## config.mk

```make
export PLATFORM = sky130hd
export DESIGN_NAME = nand_ecc_engine
export DESIGN_NICKNAME = d
export VERILOG_FILES = /design/src/rtl/nand_ecc_pkg.sv /design/src/rtl/nand_ecc_ctl.sv /design/src/rtl/nand_ecc_half.sv /design/src/rtl/nand_ecc_readout.sv /design/src/rtl/nand_ecc_engine.sv
export SDC_FILE = /design/constraint.sdc
export NUM_CORES = 1
export LEC_CHECK = 0
export ABC_CLOCK_PERIOD_IN_PS = 4100
export BUFFER_PORTS_ARGS = -buffer_cell sky130_fd_sc_hd__buf_2
export CAP_MARGIN = 40
export CORE_ASPECT_RATIO = 1.75
export CORE_UTILIZATION = 38
export CTS_CLUSTER_SIZE = 25
export DETAILED_ROUTE_END_ITERATION = 6
export SKIP_CTS_REPAIR_TIMING = 1
export SLEW_MARGIN = 30
export SYNTH_ARGS = -nofsm -noshare
export SYNTH_HDL_FRONTEND = slang
export SYNTH_SLANG_ARGS = --single-unit
```

## constraint.sdc

```tcl
create_clock -name clk_i -period 4.1 [get_ports clk_i]
set_input_delay 0.41 -clock clk_i [delete_from_list [all_inputs] [get_ports clk_i]]
set_output_delay 0.41 -clock clk_i [all_outputs]
set_load 0.01 [all_outputs]
```

## src/rtl/nand_ecc_pkg.sv

```systemverilog
package nand_ecc_pkg;
  localparam logic [7:0] MODE_CLEAR = 8'hF4;
  localparam logic [7:0] MODE_CALC  = 8'hB4;
  localparam logic [7:0] MODE_READ  = 8'hD4;

  typedef enum logic [1:0] {
    ENG_IDLE  = 2'd0,
    ENG_CLEAR = 2'd1,
    ENG_CALC  = 2'd2,
    ENG_READ  = 2'd3
  } eng_state_e;

  localparam int unsigned RD_WORDS = 3;
endpackage

```

## src/rtl/nand_ecc_ctl.sv

```systemverilog
module nand_ecc_ctl
  import nand_ecc_pkg::*;
#(
  parameter int unsigned SECTOR = 512,
  localparam int unsigned CNT_W = $clog2(SECTOR + 1),
  localparam int unsigned POS_W = $clog2(SECTOR)
) (
  input  logic             clk_i,
  input  logic             rst_ni,
  input  logic             mode_we_i,
  input  logic [7:0]       mode_i,
  input  logic             acc_i,
  input  logic             two_i,
  output eng_state_e       state_o,
  output logic             clear_o,
  output logic [1:0]       lane_en_o,
  output logic [POS_W-1:0] pos0_o,
  output logic [POS_W-1:0] pos1_o,
  output logic [1:0]       rd_ptr_o
);
  eng_state_e       state_q, state_d;
  logic [CNT_W-1:0] cnt_q, cnt_d;
  logic [CNT_W:0]   pos1_w;
  logic [1:0]       ptr_q, ptr_d;
  logic             take;

  assign take    = acc_i && !mode_we_i;
  assign clear_o = mode_we_i && (mode_i == MODE_CLEAR);
  assign pos1_w  = {1'b0, cnt_q} + (CNT_W+1)'(1);

  assign lane_en_o[0] = take && (state_q == ENG_CALC) && (cnt_q < CNT_W'(SECTOR));
  assign lane_en_o[1] = take && two_i && (state_q == ENG_CALC) && (pos1_w < (CNT_W+1)'(SECTOR));
  assign pos0_o = cnt_q[POS_W-1:0];
  assign pos1_o = pos1_w[POS_W-1:0];

  always_comb begin
    state_d = state_q;
    cnt_d   = cnt_q + CNT_W'(lane_en_o[0]) + CNT_W'(lane_en_o[1]);
    ptr_d   = ptr_q;
    if (mode_we_i) begin
      unique case (mode_i)
        MODE_CLEAR: begin state_d = ENG_CLEAR; cnt_d = '0; end
        MODE_CALC:  state_d = ENG_CALC;
        MODE_READ:  begin state_d = ENG_READ; ptr_d = '0; end
        default:    state_d = ENG_IDLE;
      endcase
    end else if (take && state_q == ENG_READ) begin
      ptr_d = (ptr_q == 2'(RD_WORDS - 1)) ? 2'd0 : ptr_q + 2'd1;
    end
  end

  always_ff @(posedge clk_i or negedge rst_ni) begin
    if (!rst_ni) begin
      state_q <= ENG_IDLE;
      cnt_q   <= '0;
      ptr_q   <= '0;
    end else begin
      state_q <= state_d;
      cnt_q   <= cnt_d;
      ptr_q   <= ptr_d;
    end
  end

  assign state_o  = state_q;
  assign rd_ptr_o = ptr_q;

  AST_CNT_BOUND: assert property (@(posedge clk_i) disable iff (!rst_ni)
    cnt_q <= CNT_W'(SECTOR));
  AST_CLEAR_ZERO: assert property (@(posedge clk_i) disable iff (!rst_ni)
    (mode_we_i && mode_i == MODE_CLEAR) |=> (cnt_q == '0));
  AST_PTR_RANGE: assert property (@(posedge clk_i) disable iff (!rst_ni)
    ptr_q < 2'(RD_WORDS));
  AST_READ_RESTART: assert property (@(posedge clk_i) disable iff (!rst_ni)
    (mode_we_i && mode_i == MODE_READ) |=> (ptr_q == 2'd0));
  AST_IDLE_HOLD: assert property (@(posedge clk_i) disable iff (!rst_ni)
    (state_q != ENG_CALC && !mode_we_i) |=> $stable(cnt_q));
endmodule

```

## src/rtl/nand_ecc_half.sv

```systemverilog
module nand_ecc_half #(
  parameter int unsigned IDX_W = 8,
  localparam int unsigned LP_W = 2 * IDX_W,
  localparam int unsigned CP_W = 6
) (
  input  logic             clk_i,
  input  logic             rst_ni,
  input  logic             clear_i,
  input  logic [1:0]       lane_en_i,
  input  logic [IDX_W-1:0] idx0_i,
  input  logic [IDX_W-1:0] idx1_i,
  input  logic [7:0]       byte0_i,
  input  logic [7:0]       byte1_i,
  output logic [LP_W-1:0]  lp_o,
  output logic [7:0]       cp_o
);
  logic [LP_W-1:0] lp_q;
  logic [CP_W-1:0] cp_q;

  function automatic logic [LP_W+CP_W-1:0] contrib(input logic [IDX_W-1:0] idx,
                                                   input logic [7:0] b);
    logic [LP_W-1:0] lp;
    logic [CP_W-1:0] cp;
    logic            row;
    row = ^b;
    for (int k = 0; k < IDX_W; k++) begin
      lp[2*k+1] = row & idx[k];
      lp[2*k]   = row & ~idx[k];
    end
    cp = '0;
    for (int k = 0; k < 3; k++)
      for (int p = 0; p < 8; p++)
        if (((p >> k) & 1) == 1) cp[2*k+1] = cp[2*k+1] ^ b[p];
        else                     cp[2*k]   = cp[2*k]   ^ b[p];
    return {lp, cp};
  endfunction

  logic [LP_W+CP_W-1:0] c0, c1, sum;
  always_comb begin
    c0  = lane_en_i[0] ? contrib(idx0_i, byte0_i) : '0;
    c1  = lane_en_i[1] ? contrib(idx1_i, byte1_i) : '0;
    sum = c0 ^ c1;
  end

  always_ff @(posedge clk_i or negedge rst_ni) begin
    if (!rst_ni) begin
      lp_q <= '0;
      cp_q <= '0;
    end else if (clear_i) begin
      lp_q <= '0;
      cp_q <= '0;
    end else if (|lane_en_i) begin
      lp_q <= lp_q ^ sum[LP_W+CP_W-1:CP_W];
      cp_q <= cp_q ^ sum[CP_W-1:0];
    end
  end

  // inverted storage: erased data gives all-ones code
  assign lp_o = ~lp_q;
  assign cp_o = {~cp_q, 2'b11};

  AST_HALF_HOLD: assert property (@(posedge clk_i) disable iff (!rst_ni)
    (lane_en_i == 2'b00 && !clear_i) |=> ($stable(lp_q) && $stable(cp_q)));
  AST_HALF_CLEAR: assert property (@(posedge clk_i) disable iff (!rst_ni)
    clear_i |=> (lp_o == '1 && cp_o == 8'hFF));
endmodule

```

## src/rtl/nand_ecc_readout.sv

```systemverilog
module nand_ecc_readout (
  input  logic        en_i,
  input  logic [1:0]  ptr_i,
  input  logic [15:0] lp0_i,
  input  logic [7:0]  cp0_i,
  input  logic [15:0] lp1_i,
  input  logic [7:0]  cp1_i,
  output logic [15:0] word_o
);
  always_comb begin
    word_o = '0;
    if (en_i) begin
      unique case (ptr_i)
        2'd0:    word_o = {lp0_i[15:8], lp0_i[7:0]};
        2'd1:    word_o = {lp1_i[7:0], cp0_i};
        2'd2:    word_o = {cp1_i, lp1_i[15:8]};
        default: word_o = '0;
      endcase
    end
  end
endmodule

```

## src/rtl/nand_ecc_engine.sv

```systemverilog
module nand_ecc_engine
  import nand_ecc_pkg::*;
#(
  parameter int unsigned SECTOR_BYTES = 512,
  localparam int unsigned HALF_BYTES = SECTOR_BYTES / 2,
  localparam int unsigned IDX_W = $clog2(HALF_BYTES),
  localparam int unsigned POS_W = $clog2(SECTOR_BYTES)
) (
  input  logic        clk_i,
  input  logic        rst_ni,
  input  logic        mode_we_i,
  input  logic [7:0]  mode_i,
  input  logic        acc_i,
  input  logic        two_i,
  input  logic [15:0] data_i,
  output logic [15:0] result_o
);
  eng_state_e       state;
  logic             clear;
  logic [1:0]       lane_en;
  logic [POS_W-1:0] pos0, pos1;
  logic [1:0]       rd_ptr;
  logic [15:0]      lp   [2];
  logic [7:0]       cp   [2];

  nand_ecc_ctl #(.SECTOR(SECTOR_BYTES)) u_ctl (
    .clk_i, .rst_ni, .mode_we_i, .mode_i, .acc_i, .two_i,
    .state_o(state), .clear_o(clear), .lane_en_o(lane_en),
    .pos0_o(pos0), .pos1_o(pos1), .rd_ptr_o(rd_ptr)
  );

  for (genvar h = 0; h < 2; h++) begin : g_half
    logic [1:0] en_h;
    assign en_h[0] = lane_en[0] && (pos0[POS_W-1] == 1'(h));
    assign en_h[1] = lane_en[1] && (pos1[POS_W-1] == 1'(h));
    nand_ecc_half #(.IDX_W(IDX_W)) u_half (
      .clk_i, .rst_ni, .clear_i(clear), .lane_en_i(en_h),
      .idx0_i(pos0[IDX_W-1:0]), .idx1_i(pos1[IDX_W-1:0]),
      .byte0_i(data_i[7:0]), .byte1_i(data_i[15:8]),
      .lp_o(lp[h]), .cp_o(cp[h])
    );
  end

  nand_ecc_readout u_rd (
    .en_i(state == ENG_READ), .ptr_i(rd_ptr),
    .lp0_i(lp[0]), .cp0_i(cp[0]), .lp1_i(lp[1]), .cp1_i(cp[1]),
    .word_o(result_o)
  );

  AST_IDLE_QUIET: assert property (@(posedge clk_i) disable iff (!rst_ni)
    (mode_we_i && mode_i != MODE_READ) |=> (result_o == 16'h0000));
  AST_SPLIT_LANES: assert property (@(posedge clk_i) disable iff (!rst_ni)
    (lane_en[1] && !lane_en[0]) |-> 1'b0);
endmodule

```

==> metrics.yaml <==
setup_viol: 0
path_delay_family: "simple AND/OR/NAND/NOR gates"
rrSetupSlack_ns: 0.73
syn_avg_cell_area_um2: 8.243
path_clk_slew_ns: 0.06
die-area_um2: 12040
clock_latency_ns: 0.34
core_um2: 11230
cp_num_buf_inv: 0
yosysMostFrequentCell: "nor2_1"
num_io_pins: 45
crit_chain: "ha_1, nand4_1, or4b_1, a211o_1, or2_1, o211a_1, a31oi_1, mux2i_1"
cp.required_ns: 4.35
fp.dieW_um: 83.36
overflow: 0
via_per_inst: 5.743
crit_fanout: 17
cts-root-buf: "clkbuf_16"
crit_path_end_kind: "flip-flop"
synth_edf_count: 0
leakagePower_nw: 2.277
fin_nets: 600
finalCritPeriodShare_pct: 82.21
final.min_clock_period_ns: 3.370
maxCapViolations: 0
synthFlopType: "dfrtp_1"
drive_gt1_share_pct: 13.96
drv_slew: 0
hold_path_class: "in -> async"
grt_pass1_vias: 4009
rsz0062_at_grt: "no"
num_rows: 51
finClkSkew_ns: 0.01025
grt_usage_pct: 22.59
seq_area_frac_synth_pct: 32.97
yosysWarnings: 0
route.detailed.wl_per_inst_um: 18.54
synth_cells: 534
tns_ns: 0
grt_pass1_wl_um: 20710
yosys-top-cells-count: "nor2_1, xnor2_1, dfrtp_1, nand2_1, nand3_1"
max_freq_ghz: 0.2967
rr_endpoint: "g_half[0].u_half.lp_q[5]"
p_total_mw: 1.825
cts_tree: "done"
critPathArrivalTime_ns: 3.62
hold_violations: 8
synth.distinct_cells: 54
die_height_um: 144.4
grt_max_degree: 59
wirelength_um: 13070
diodes: 0
violations: "hold timing"
dr_total_vias: 4049
drt_iter0_drc: 358
final_area_um2: 5015
critPathSlowestCell: "dfrtp_1"
async_reset_ff_share_pct: 100.0
drt_pass1_iterations: 5
area_growth_pct: 13.93
numPortBuffers: 44
worst_pin_slew_ns: 0.8814
place_area_um2: 4690
r2r_cells: 8
drtAntennaViolNets: 0
antenna_found_initial: 0
syn_area_um2: 4402
ir_drop_v: 0.0002288
status: "finished with violations"
synth.area.top_cells: "dfrtp_1, xnor2_1, nor2_1"
drc: 0
cts_buffer_depth: 2
synth_top_cell_by_area: "dfrtp_1"
maxSlewHeadroom_pct: 40.75
place_congestion: 0.9103
cp_slowest_stage_delay_ns: 0.53
cts_num_sinks: 58
h-tree-depth: 3
cts_made_buffers: 9
start_util_pct: 39.19
whs_ns: -0.004719
synthesis.nets: 566
power_density_nw_per_um2: 363.9
ys_ff_latch: 58
crit_type: "reg -> reg"
synth_top_area_share_pct: 32.97
dp_hpwl_um: 9699
start_kind: "flip-flop"
rr_startpoint: "u_ctl.cnt_q[0]"
how the worst max path moves through the flow:
| stage | from | to | slack (ns) | cells past startpoint |
|---|---|---|---|---|
| 5_1_grt | u_ctl.cnt_q[0] | g_half[0].u_half.lp_q[5] | 0.44 | 8 |
| 3_3_place_gp | u_ctl.cnt_q[0] | g_half[0].u_half.lp_q[5] | 0.88 | 8 |
| 2_1_floorplan | acc_i | u_ctl.cnt_q[4] | 1.64 | 10 |
| 4_1_cts | u_ctl.cnt_q[0] | g_half[0].u_half.lp_q[5] | 0.77 | 8 |
| 3_5_place_dp | u_ctl.cnt_q[0] | g_half[0].u_half.lp_q[5] | 0.77 | 8 |
| 6_report | u_ctl.cnt_q[0] | g_half[0].u_half.lp_q[5] | 0.73 | 8 |
flip-flops by register name, indices dropped and copies added, names as in the netlist:
register and count:
g_half.u_half.lp_q 32, g_half.u_half.cp_q 12, u_ctl.cnt_q 10, u_ctl.rd_ptr_o 2, u_ctl.state_o 2
through the flow:
step | std cells | setup slack, ns | utilization, %
2_1_floorplan | 534 | 1.641 | -
3_3_place_gp | 682 | 0.8807 | 41.59
3_5_place_dp | 684 | 0.7739 | 41.76
4_1_cts | 700 | 0.7663 | 44.18
5_1_grt | 705 | 0.4382 | 44.65
6_report | 705 | 0.7296 | 44.65
cell families after synthesis:
group,count (synthesis),share of synthesized area [%]
AND/OR/NAND/NOR,232,26.09
XOR/XNOR,90,17.91
AO/OA/AOI/OAI,83,12.36
flip-flops,58,32.97
buffers and inverters,48,5.088
multiplexers,20,4.548
adder cells (fa/ha/maj),3,1.023
metal layers:
| layer | part of all wire [%] | up-vias | global-route usage [%] |
|---|---|---|---|
| li1 | - | 1926 | - |
| met1 | 37 | 1952 | 23.32 |
| met2 | 54 | 128 | 41.54 |
| met3 | 3.4 | 43 | 2.968 |
| met4 | 5.7 | 0 | 16.79 |
| met5 | 0 | - | 0 |
report_power, final:
| group | internal (mW) | switching (mW) |
|---|---|---|
| Sequential | 0.625 | 0.0772 |
| Combinational | 0.176 | 0.251 |
| Clock | 0.421 | 0.274 |
layout by cell type (no fill, tap or decap), drive strengths merged, types with 5 or more instances in the layout:
| cell | n |
|---|---|
| o21ai | 20 |
| a21oi | 20 |
| xor2 | 20 |
| inv | 12 |
| dfrtp | 58 |
| xnor2 | 70 |
| o211ai | 9 |
| nand2 | 33 |
| buf | 56 |
| mux2i | 20 |
| o31ai | 8 |
| nand4 | 6 |
| nor4b | 8 |
| nand3 | 29 |
| clkbuf | 14 |
| nor4 | 10 |
| nand2b | 10 |
| or3 | 8 |
| nor2 | 89 |
| nor3 | 18 |
| o32ai | 5 |
worst register-to-register path, cell delays in order, from the launching register on:
cell and delay, ns:
dfrtp_1 0.53, ha_1 0.43, nand4_1 0.15, or4b_1 0.50, a211o_1 0.47, or2_1 0.51
o211a_1 0.31, a31oi_1 0.17, mux2i_1 0.21
area by class of cell:
type / count / area, um^2
clock buffer: 11 / 242.7
clock inverter: 5 / 30.03
fill: 1120 / 6216
inverter: 12 / 45.04
multi-input combinational: 428 / 2729
sequential: 58 / 1451
tap: 132 / 165.2
timing repair buffer: 59 / 351.6
(Power assumes the default switching activity.)
